**config.mk**
```make
export PLATFORM = sky130hd
export DESIGN_NAME = shift_unit
export DESIGN_NICKNAME = d
export VERILOG_FILES = /design/src/rtl/shift_pkg.sv /design/src/rtl/shl_core.sv /design/src/rtl/shr_core.sv /design/src/rtl/shift_unit.sv
export SDC_FILE = /design/constraint.sdc
export NUM_CORES = 1
export LEC_CHECK = 0
export BUFFER_PORTS_ARGS = -buffer_cell sky130_fd_sc_hd__buf_2
export CORE_MARGIN = 2
export CORE_UTILIZATION = 40
export DETAILED_ROUTE_END_ITERATION = 8
export MAX_ROUTING_LAYER = met4
export SYNTH_ARGS = -nofsm -noshare
export SYNTH_HDL_FRONTEND = slang
export SYNTH_SLANG_ARGS = --single-unit
```
**constraint.sdc**
```tcl
create_clock -name clk -period 0.8 [get_ports clk]
set_clock_uncertainty 0.1 [all_clocks]
set_input_delay 0.04 -clock clk [delete_from_list [all_inputs] [get_ports clk]]
set_output_delay 0.04 -clock clk [all_outputs]
set_load 0.05 [all_outputs]
```
**src/rtl/shift_pkg.sv**
```systemverilog
package shift_pkg;

    typedef enum logic [2:0] {
        SH_LSL  = 3'd0,
        SH_LREP = 3'd1,
        SH_SLA  = 3'd2,
        SH_LSR  = 3'd3,
        SH_ASR  = 3'd4
    } shift_mode_e;

endpackage

```
**src/rtl/shl_core.sv**
```systemverilog
module shl_core #(
    parameter int WIDTH = 8,
    parameter int AW    = 4
) (
    input  logic [WIDTH-1:0] din,
    input  logic [AW-1:0]    amt,
    output logic [WIDTH-1:0] lsl,
    output logic [WIDTH-1:0] lrep,
    output logic [WIDTH-1:0] sla,
    output logic             sla_ovf
);
    localparam int MAGW = WIDTH - 1;
    localparam logic [WIDTH-1:0] ONES  = '1;
    localparam logic [MAGW-1:0]  MONES = '1;

    logic            full_shift;
    logic [MAGW-1:0] mag_sh;
    logic [MAGW-1:0] lost_mask;
    logic [MAGW-1:0] mismatch;

    always_comb begin
        full_shift = (int'(amt) >= WIDTH);
        lsl        = din << amt;
        lrep       = lsl | (din[0] ? ~(ONES << amt) : '0);
        mag_sh     = din[MAGW-1:0] << amt;
        sla        = {din[WIDTH-1], mag_sh};
        lost_mask  = ~(MONES >> amt);
        mismatch   = (din[MAGW-1:0] ^ {MAGW{din[WIDTH-1]}}) & lost_mask;
        sla_ovf    = full_shift ? (|din) : (|mismatch);
    end

endmodule

```
**src/rtl/shr_core.sv**
```systemverilog
module shr_core #(
    parameter int WIDTH = 8,
    parameter int AW    = 4
) (
    input  logic [WIDTH-1:0] din,
    input  logic [AW-1:0]    amt,
    output logic [WIDTH-1:0] lsr,
    output logic [WIDTH-1:0] asr
);
    always_comb begin
        lsr = din >> amt;
        asr = WIDTH'($signed(din) >>> amt);
    end

endmodule

```
**src/rtl/shift_unit.sv**
```systemverilog
module shift_unit
    import shift_pkg::*;
#(
    parameter int WIDTH   = 8,
    parameter bit REG_OUT = 1'b1,
    localparam int AW     = $clog2(WIDTH + 1)
) (
    input  logic             clk,
    input  logic             rst_n,
    input  logic [WIDTH-1:0] din,
    input  logic [AW-1:0]    amt,
    input  logic [2:0]       mode,
    output logic [WIDTH-1:0] dout,
    output logic             ovf
);
    localparam logic [WIDTH-1:0] ONES = '1;

    logic [WIDTH-1:0] r_lsl, r_lrep, r_sla, r_lsr, r_asr;
    logic             r_sla_ovf;
    logic [WIDTH-1:0] nxt_d;
    logic             nxt_o;

    shl_core #(.WIDTH(WIDTH), .AW(AW)) u_left (
        .din(din), .amt(amt),
        .lsl(r_lsl), .lrep(r_lrep), .sla(r_sla), .sla_ovf(r_sla_ovf)
    );

    shr_core #(.WIDTH(WIDTH), .AW(AW)) u_right (
        .din(din), .amt(amt),
        .lsr(r_lsr), .asr(r_asr)
    );

    always_comb begin
        nxt_d = din;
        nxt_o = 1'b0;
        unique case (mode)
            SH_LSL:  nxt_d = r_lsl;
            SH_LREP: nxt_d = r_lrep;
            SH_SLA: begin
                nxt_d = r_sla;
                nxt_o = r_sla_ovf;
            end
            SH_LSR:  nxt_d = r_lsr;
            SH_ASR:  nxt_d = r_asr;
            default: nxt_d = din;
        endcase
    end

    generate
        if (REG_OUT) begin : g_reg
            logic [WIDTH-1:0] dout_q;
            logic             ovf_q;
            logic             primed;

            always_ff @(posedge clk or negedge rst_n) begin
                if (!rst_n) begin
                    dout_q <= '0;
                    ovf_q  <= 1'b0;
                    primed <= 1'b0;
                end else begin
                    dout_q <= nxt_d;
                    ovf_q  <= nxt_o;
                    primed <= 1'b1;
                end
            end

            assign dout = dout_q;
            assign ovf  = ovf_q;

            // zero amount passes the word through
            p_zero_pass_r7: assert property (@(posedge clk) disable iff (!rst_n || !primed)
                $past(amt) == '0 |-> (dout == $past(din)) && !ovf);

            // overflow only in sign-holding mode
            p_no_overflow_r8: assert property (@(posedge clk) disable iff (!rst_n || !primed)
                $past(mode) != SH_SLA |-> !ovf);

            // sign bit stays put
            p_sign_hold_r3: assert property (@(posedge clk) disable iff (!rst_n || !primed)
                $past(mode) == SH_SLA |-> dout[WIDTH-1] == $past(din[WIDTH-1]));

            // low fill is zero
            p_lsl_fill_r1: assert property (@(posedge clk) disable iff (!rst_n || !primed)
                $past(mode) == SH_LSL |-> (dout & ~(ONES << $past(amt))) == '0);

            // negative input keeps a set top bit
            p_asr_sign_r5: assert property (@(posedge clk) disable iff (!rst_n || !primed)
                ($past(mode) == SH_ASR) && $past(din[WIDTH-1]) |-> dout[WIDTH-1]);

            // undefined codes pass through
            p_undef_pass_r9: assert property (@(posedge clk) disable iff (!rst_n || !primed)
                $past(mode) > 3'd4 |-> (dout == $past(din)) && !ovf);
        end else begin : g_comb
            assign dout = nxt_d;
            assign ovf  = nxt_o;

            always_comb begin
                if (rst_n && amt == '0)
                    a_zero_pass_r7: assert (dout == din && !ovf);
            end
        end
    endgenerate

endmodule

```
# --- Word-level counts from Yosys, hierarchy flattened ---
# Index checks and enable logic that the tools add are counted.
op_classes:
  add_sub_neg: 0
  multipliers: 0
  n_div: 0
  n_lt_le_gt_ge: 1
  eq_ne: 4
  shifts: 6
  mux: 4
  bitwise_logic: 5
  reduce_logical: 3
ops:
  columns: ["cell", "count"]
  rows:
  - ["$pmux W8 S5", 1]
  - ["$mux W8", 1]
  - ["$not A8 Y8", 1]
  - ["$or A8 B8 Y8", 1]
  - ["$reduce_or A8 Y1", 1]
  - ["$shl A8 B4 Y8", 1]
  - ["$shl A8 B4 Y8 const A", 1]
  - ["$shr A8 B4 Y8", 1]
  - ["$sshr A8 B4 Y8", 1]
  - ["$and A7 B7 Y7", 1]
  - ["$not A7 Y7", 1]
  - ["$reduce_or A7 Y1", 1]
  - ["$shl A7 B4 Y7", 1]
  - ["$shr A7 B4 Y7 const A", 1]
  - ["$xor A7 B7 Y7", 1]
  - ["$eq A3 B2 Y1 const B", 2]
  - ["$ge A4 B4 Y1 const B", 1]
  - ["$eq A3 B1 Y1 const B", 1]
  - ["$eq A3 B3 Y1 const B", 1]
  - ["$logic_not A3 Y1", 1]
  - ["$mux W1", 2]
totals:
  reg_bits: 9
  latchBits: 0
  ramBits: 0
  rom_bits: 0
  in_bits: 17
  out_inout_bits: 9
  elab_cells: 25
  mem_count: 0

# --- Longest topological paths before layout ---
# Gate-level depths: netlist of run 1.
logic_depth:
  word_depth: 6
  mapped_depth: 7
  mapped_depth_nobuf: 6

# --- By module ---
# A second synthesis of run 1 with hierarchy kept.
hier_totals:
  hier_cells: 187
  area_unflattened_um2: 1587.8
modules_own_cells:
  columns: ["module", "instances", "cells_per_inst", "area_each_um2", "seq_area_each_um2"]
  rows:
  - ["shift_unit", 1, 50, 625.6, 225.2]
  - ["shl_core", 1, 77, 563.0, 0.0]
  - ["shr_core", 1, 60, 399.1, 0.0]

# --- Worst setup path before layout of run 1 ---
# OpenSTA, ideal clock, no wires.
synth_path:
  kind: "input port to flip-flop"
  startpoint: "input port din[7]"
  endpoint: "register g_reg.ovf_q (netlist: ovf)"
  setup_ps: 132
  arrival_time_ps: 1288
  required_ps: 568
  path_slack_ps: -720
  cell_stages: 7
  path_buffers: 1
  cell_sequence: "buf_2 > inv_1 > ha_1 > maj3_1 > o22ai_1 > o211a_1 > a31oi_1"
synth_via:
  elab_chain_cells: 5
  elab_cells_between_ends: 6
  cone_classes: "mux: 2; bitwise: 2; reduce/logical: 2"
synth_lines:
  columns: ["element", "line", "rtl"]
  rows:
  - ["start: declaration", "shift_unit.sv:10", "input logic [WIDTH-1:0] din,"]
  - ["$xor A7 B7 Y7", "shl_core.sv:28", "mismatch = (din[MAGW-1:0] ^ {MAGW{din[WIDTH-1]}}) & lost_mask;"]
  - ["$and A7 B7 Y7", "shl_core.sv:28", null]
  - ["$reduce_or A7 Y1", "shl_core.sv:29", "sla_ovf = full_shift ? (|din) : (|mismatch);"]
  - ["$mux W1 *", "shl_core.sv:29", null]
  - ["$mux W1 *", "shift_unit.sv:36", "unique case (mode)"]
  - ["via nxt_o", "shift_unit.sv:21", "logic nxt_o;"]
  - ["end signal: assignment", "shift_unit.sv:62", "ovf_q <= nxt_o;"]
  - ["end: declaration", "shift_unit.sv:52", "logic ovf_q;"]
# The timed path passes the listed nets; every way through them passes the cells marked *.

# --- Worst setup path after layout of run 1 ---
layout_path:
  startpoint: "input port amt[0]"
  endpoint: "register g_reg.dout_q[7] (netlist: dout[7])"
layout_via:
  elab_chain_cells: 5
  elab_cells_between_ends: 8
  cone_classes: "shift: 4; mux: 2; bitwise: 2"
layout_lines:
  columns: ["element", "line", "rtl"]
  rows:
  - ["start: declaration", "shift_unit.sv:11", "input logic [AW-1:0] amt,"]
  - ["$shl A8 B4 Y8", "shl_core.sv:24", "lrep = lsl | (din[0] ? ~(ONES << amt) : '0);"]
  - ["$not A8 Y8", "shl_core.sv:24", null]
  - ["$mux W8", "shl_core.sv:24", null]
  - ["$or A8 B8 Y8", "shl_core.sv:24", null]
  - ["$pmux W8 S5 *", "shift_unit.sv:36", null]
  - ["via nxt_d[7]", "shift_unit.sv:20", "logic [WIDTH-1:0] nxt_d;"]
  - ["end signal: assignment", "shift_unit.sv:61", "dout_q <= nxt_d;"]
  - ["end: declaration", "shift_unit.sv:51", "logic [WIDTH-1:0] dout_q;"]
# Marks and branches as above.

==> impl_results.md, run 1 <==
* VDD IR max at 0.380 mV
* Via Count at 1617
* CP Launch Type: primary input
* Largest net degree at the start of global routing at 16
* Fill cell total of the finished layout at 224
* Synth top cells by count: 13 x nand2_1, 11 x mux2i_1, 10 x nor2_1, 9 x dfrtp_1, 8 x a21oi_1
* Mapped Area at 0.00132 mm^2
* FF+latch count, synth at 9
* Ranking of synthesized cells by area: dfrtp_1 17%, mux2i_1 8.4%, mux4_1 6.0%, mux4_2 5.1%, nand2_1 3.7%
* Synth Flop Type: dfrtp_1
* Clock tree sinks at 9
* Status: complete, but fails checks
* Mapped Avg Cell Area at 8.48 um^2
* Mapped Cells at 155
* Final Hold Viols at 0
* Die width at 61.3 um
* Vias in the first global route at 1554
* Post-Route Setup TNS at -3.34 ns
* Pwr dens at 969 mW/mm^2
* Worst-path maximum fanout at 8
* Rel. slew slack at 0.745
* Site Rows at 20
* Max Clock Freq at 0.880 GHz
* Post-DR vias/cell at 6.06
* Post-Syn Nets at 173
* Routed len/inst at 18.7 um
* DR pass1 iterations at 4
* Slowest Stage Delay on Critical Path at 0.41 ns
* CTS root buf: clkbuf_4
* Minimum clock period at 1.14 ns
* Final period util at 1.42
* Clock Path Buffers at 2
* Yosys warnings at 0
* Slowest-stage cell, CP: or4_1
* Failing checks: setup timing
* Post-synth EDFFs at 0
* Placed cells at 250
* CTS clk-pin slew, worst paths at 0.06 ns
* Crit path capture type: flip-flop
* First-pass GRT wire length at 7.33 mm
* Syn-to-layout area delta at 75.8%
* Initial antenna violation count at 0
* RD Place Congestion at 0.967
* Worst path cell trace: buf_12 > buf_4 > mux4_2 > mux2i_1 > or4_1 > nand4_1
* Post-route ant nets at 0
* Tot Pwr at 2.24 mW
* Yosys top cell by area: dfrtp_1
* CTS buffer count at 3
* Fin nets at 242
* Hpwl dp at 3.48 mm
* Final non-filler cell total at 267
* Register area at 225 um^2
* Placement Setup Slack at -0.734 ns
* TritonCTS clock tree: done
* Hold Path Class: in -> async
* Ports at 26
* Initial DRC Count at 121
* Post-synth ARST share at 1.00
* Hold_ws at 0.0588 ns
* Leak at 0.974 nW
* H-Tree Depth at 1
* Die Span Y at 61.3 um
* Final Max Slew Viols at 0
* Most frequent cell after synthesis: nand2_1
* Diode count at 0
* Worst setup margin at -0.337 ns
* Worst-Margin Slew at 0.380 ns
* Max Cap Viol at 0
* Area of the multi-input gates at 0.00114 mm^2
* # setup viols final at 18
* Routed WL at 4.98 mm
* Fraction of layout cells with a size suffix above 1 at 0.583
* Area share of the largest cell type after synthesis at 0.171
* Unrepaired setup endpoints after global routing: yes
* CP Class: in -> reg
* IO buf count at 25
* Residual DRC at 0
* Gr ovfl total at 0
* Critical Path RT at 0.88 ns
* Seq/Total Area, Yosys at 0.171
* Core area at 0.00308 mm^2
* Worst Path Arrival at 1.22 ns
* GRT Resource Usage Total at 0.277
* Die Area at 0.00376 mm^2
* Synth unique cells at 56
* Initial Utilization at 0.427
==> final timing paths <==
check	endpoint	start	depth (start not counted)
max in group asynchronous	dout[5]	rst_n	2
hold / removal	dout[7]	rst_n	2
min in group clk	dout[0]	din[0]	4
setup / recovery	dout[7]	amt[0]	6
==> cells by family (layout without fill, tap and decap cells) <==
logic type / count (synthesis) / count (layout) / share of synthesized area
AOI/OAI and AO/OA: 46 / 46 / 0.251
muxes: 18 / 18 / 0.204
and+or+nand+nor: 53 / 53 / 0.234
buffers and inverters: 25 / 93 / 0.109
xor gates and xnor gates: 2 / 2 / 0.0133
DFF: 9 / 9 / 0.171
adders and majority gates: 2 / 2 / 0.0171
==> registers in the layout, summed over array words and instances, names as in the netlist <==
register and count:
ovf 1, dout 8
==> where the power goes <==
| group | internal [mW] | switching (mW) | leakage (nW) |
|---|---|---|---|
| Combinational | 0.688 | 0.706 | 0.848 |
| Clock | 0.190 | 0.132 | 0.0150 |
| Sequential | 0.502 | 0.0210 | 0.111 |
==> metal layers <==
metal / global-route usage / part of all wire / routed length (um) / up-vias
li1: - / - / - / 733
met1: 0.321 / 0.38 / 1890 / 768
met2: 0.488 / 0.52 / 2570 / 95
met3: 0.0189 / 0.072 / 357 / 21
met4: 0.122 / 0.033 / 163 / 0
met5: - / 0 / 0 / -
==> critical path, delay by kind of cell <==
family	cells	cell delay, ns
buffers and inverters	2	0.26
AND/OR/NAND/NOR	2	0.51
multiplexers	2	0.40
==> through the flow <==
stage / utilization / area, um^2
floorplan: - / 1410
global placement: 0.572 / 1760
detailed placement: 0.572 / 1760
CTS: 0.718 / 2210
global route: 0.751 / 2310
finish: 0.751 / 2310
==> cells in the final DEF, fill, tap and decap left out, types with 3 or more instances in the layout <==
| cell type | count |
|---|---|
| a21oi_1 | 6 |
| buf_12 | 7 |
| buf_2 | 3 |
| buf_4 | 46 |
| buf_6 | 23 |
| clkbuf_4 | 3 |
| dfrtp_1 | 9 |
| inv_1 | 3 |
| mux2i_1 | 7 |
| mux2i_2 | 3 |
| mux4_2 | 5 |
| nand2_1 | 11 |
| nand3_1 | 5 |
| nor2_1 | 9 |
| nor2b_1 | 3 |
| o21ai_0 | 3 |
| o21ai_1 | 6 |
==> cell type report <==
cell class                 instances  share of cell area
clock buffer                       4              0.0114
inverter                           6              0.0130
multi-input combinational        121               0.495
sequential                         9              0.0974
tap                               44              0.0238
timing repair buffer              83               0.360
==> timing repair <==
item,in CTS,in global routing
gates resized for setup,83,12
buffers inserted,6,5
gates cloned,1,0
pin swaps,22,8
hold buffers,1,0
endpoints found under the hold margin,9,0
endpoints found under the setup margin,18,18
(Power assumes the default switching activity.)
==> run 2: changes to the inputs <==
- CORE_MARGIN: 2 -> unset
==> run 2 against run 1 <==
Effect of this change:
- the run still ends with setup timing left
- cell count grew 1.9%
- via count grew 1.7%
- flip-flop and latch count unchanged
- first-iteration DRC count down 31%
- sequential share of layout area unchanged
- sequential power barely moved
- global-route usage rose by 4.3 points
- die area decreased by 6.4%
- largest power group unchanged
- non-clock buffer count up 5
- fmax rose by 11%
- critical endpoint is now ovf
==> impl_results.md, run 2 (same netlist as run 1, synthesis figures left out) <==
* Status: complete, but fails checks
* Failing checks: setup timing
* Commonest non-fill, non-tap cell in the layout: buf_4
* CTS root buf: clkbuf_4
* Vias in the first global route at 1606 (+3.3%)
* Initial DRC Count at 83 (-31%)
* Worst-path maximum fanout at 4 (-4)
* Tot Pwr at 2.29 mW (+2.3%)
* GRT Resource Usage Total at 0.320 (+0.0431)
* Unrepaired setup endpoints after global routing: yes
* VDD IR max at 0.403 mV (+6.0%)
* Initial antenna violation count at 0 (unchanged)
* Worst setup margin at -0.228 ns (+0.108 ns)
* Via Count at 1645 (+1.7%)
* Post-DR vias/cell at 6.05 (-0.14%)
* Hpwl dp at 3.61 mm (+3.9%)
* Slowest Stage Delay on Critical Path at 0.31 ns (-0.10 ns)
* Ports at 26 (unchanged)
* Syn-to-layout area delta at 75.8% (unchanged)
* RD Place Congestion at 0.943 (-2.5%)
* Initial Utilization at 0.427 (unchanged)
* Largest net degree at the start of global routing at 15 (-1)
* Die Span Y at 59.3 um (-3.3%)
* Die Area at 0.00352 mm^2 (-6.4%)
* Post-Route Setup TNS at -3.08 ns (+0.256 ns)
* CP top delay family: adder cells
* Rel. slew slack at 0.771 (+0.0260)
* Core area at 0.00308 mm^2 (unchanged)
* Hold Path Class: in -> async
* TritonCTS clock tree: done
* Fraction of layout cells with a size suffix above 1 at 0.596 (+0.0135)
* H-Tree Depth at 1 (unchanged)
* Max Cap Viol at 0 (unchanged)
* IO buf count at 25 (unchanged)
* Post-route ant nets at 0 (unchanged)
* Die width at 59.3 um (-3.3%)
* DR pass1 iterations at 4 (unchanged)
* Hold_ws at 0.0457 ns (-0.0132 ns)
* Critical Path RT at 0.85 ns (-0.03 ns)
* Critical path depth at 7 (+1)
* Worst path cell trace: buf_12 > inv_8 > ha_4 > maj3_2 > o22ai_2 > o211a_1 > a31oi_1
* # setup viols final at 18 (unchanged)
* First-pass GRT wire length at 7.88 mm (+7.4%)
* Routed len/inst at 19.4 um (+3.9%)
* Crit path capture type: flip-flop
* CP Launch Type: primary input
* CP Class: in -> reg
* Leak at 0.990 nW (+1.6%)
* Max reg flops at 8 (unchanged)
* Minimum clock period at 1.03 ns (-0.108 ns)
* Routed WL at 5.27 mm (+5.9%)
* CTS buffer count at 3 (unchanged)
* CTS clk-pin slew, worst paths at 0.07 ns (about the same)
* Slowest-stage cell, CP: maj3_2
* Clock Path Buffers at 2 (unchanged)
* Max Clock Freq at 0.973 GHz (+11%)
* Diode count at 0 (unchanged)
* Final Max Slew Viols at 0 (unchanged)
* Worst-Margin Slew at 0.342 ns (-0.0372 ns)
* Fin nets at 247 (+2.1%)
* Gr ovfl total at 0 (unchanged)
* Final Hold Viols at 0 (unchanged)
* Final period util at 1.29 (-0.135)
* Worst Path Arrival at 1.08 ns (-0.14 ns)
* Residual DRC at 0 (unchanged)
* Site Rows at 20 (unchanged)
* Clock tree sinks at 9 (unchanged)
* Critical path buffer and inverter count at 2 (unchanged)
* Pwr dens at 991 mW/mm^2 (+2.3%)
* Most frequent cells in the layout: 55 x buf_4, 18 x buf_6, 11 x nand2_1
-- run 2: area by class of cell --
class	instances	area, um^2
timing repair buffer	88	838
sequential	9	225
multi-input combinational	121	1140
fill	230	766
inverter	6	30.0
clock buffer	4	26.3
tap	44	55.1
-- run 2: stage by stage --
stage               cells  setup slack, ns  instance area (um^2)   util
detailed placement    256           -0.700                  1810  0.587
CTS                   267           -0.233                  2160  0.702
global route          272           -0.288                  2310  0.751
finish                272           -0.228                  2310  0.751
floorplan             155           -0.467                  1410      -
global placement      256           -0.684                  1810  0.587
-- run 2: power breakdown --
| part | internal, mW | switching (mW) |
|---|---|---|
| Sequential | 0.501 | 0.0226 |
| Combinational | 0.683 | 0.710 |
| Clock | 0.193 | 0.181 |
| Total | 1.38 | 0.913 |
-- run 2: path summary, 6_finish.rpt --
kind / start / to / slack (ns)
max in group asynchronous: rst_n / dout[6] / 0.36
worst min-delay path: rst_n / dout[3] / 0.05
worst max-delay path: din[7] / ovf / -0.23
min in group clk: din[3] / dout[3] / 0.06
-- run 2: timing repair --
item | 4_1_cts | 5_1_grt
pin swaps | 21 | 12
setup buffers | 6 | 4
hold endpoints to repair | 9 | 0
setup endpoints to repair | 18 | 18
gates cloned | 0 | 1
gates resized for setup | 72 | 19
hold buffers | 1 | 0
-- run 2: per-layer routing --
layer | vias to the layer above | global-route usage | wire length (um)
met5 | - | - | 0
met4 | 0 | 0.156 | 225
met3 | 22 | 0.0459 | 331
met2 | 82 | 0.514 | 2580
met1 | 797 | 0.391 | 2140
li1 | 744 | - | -
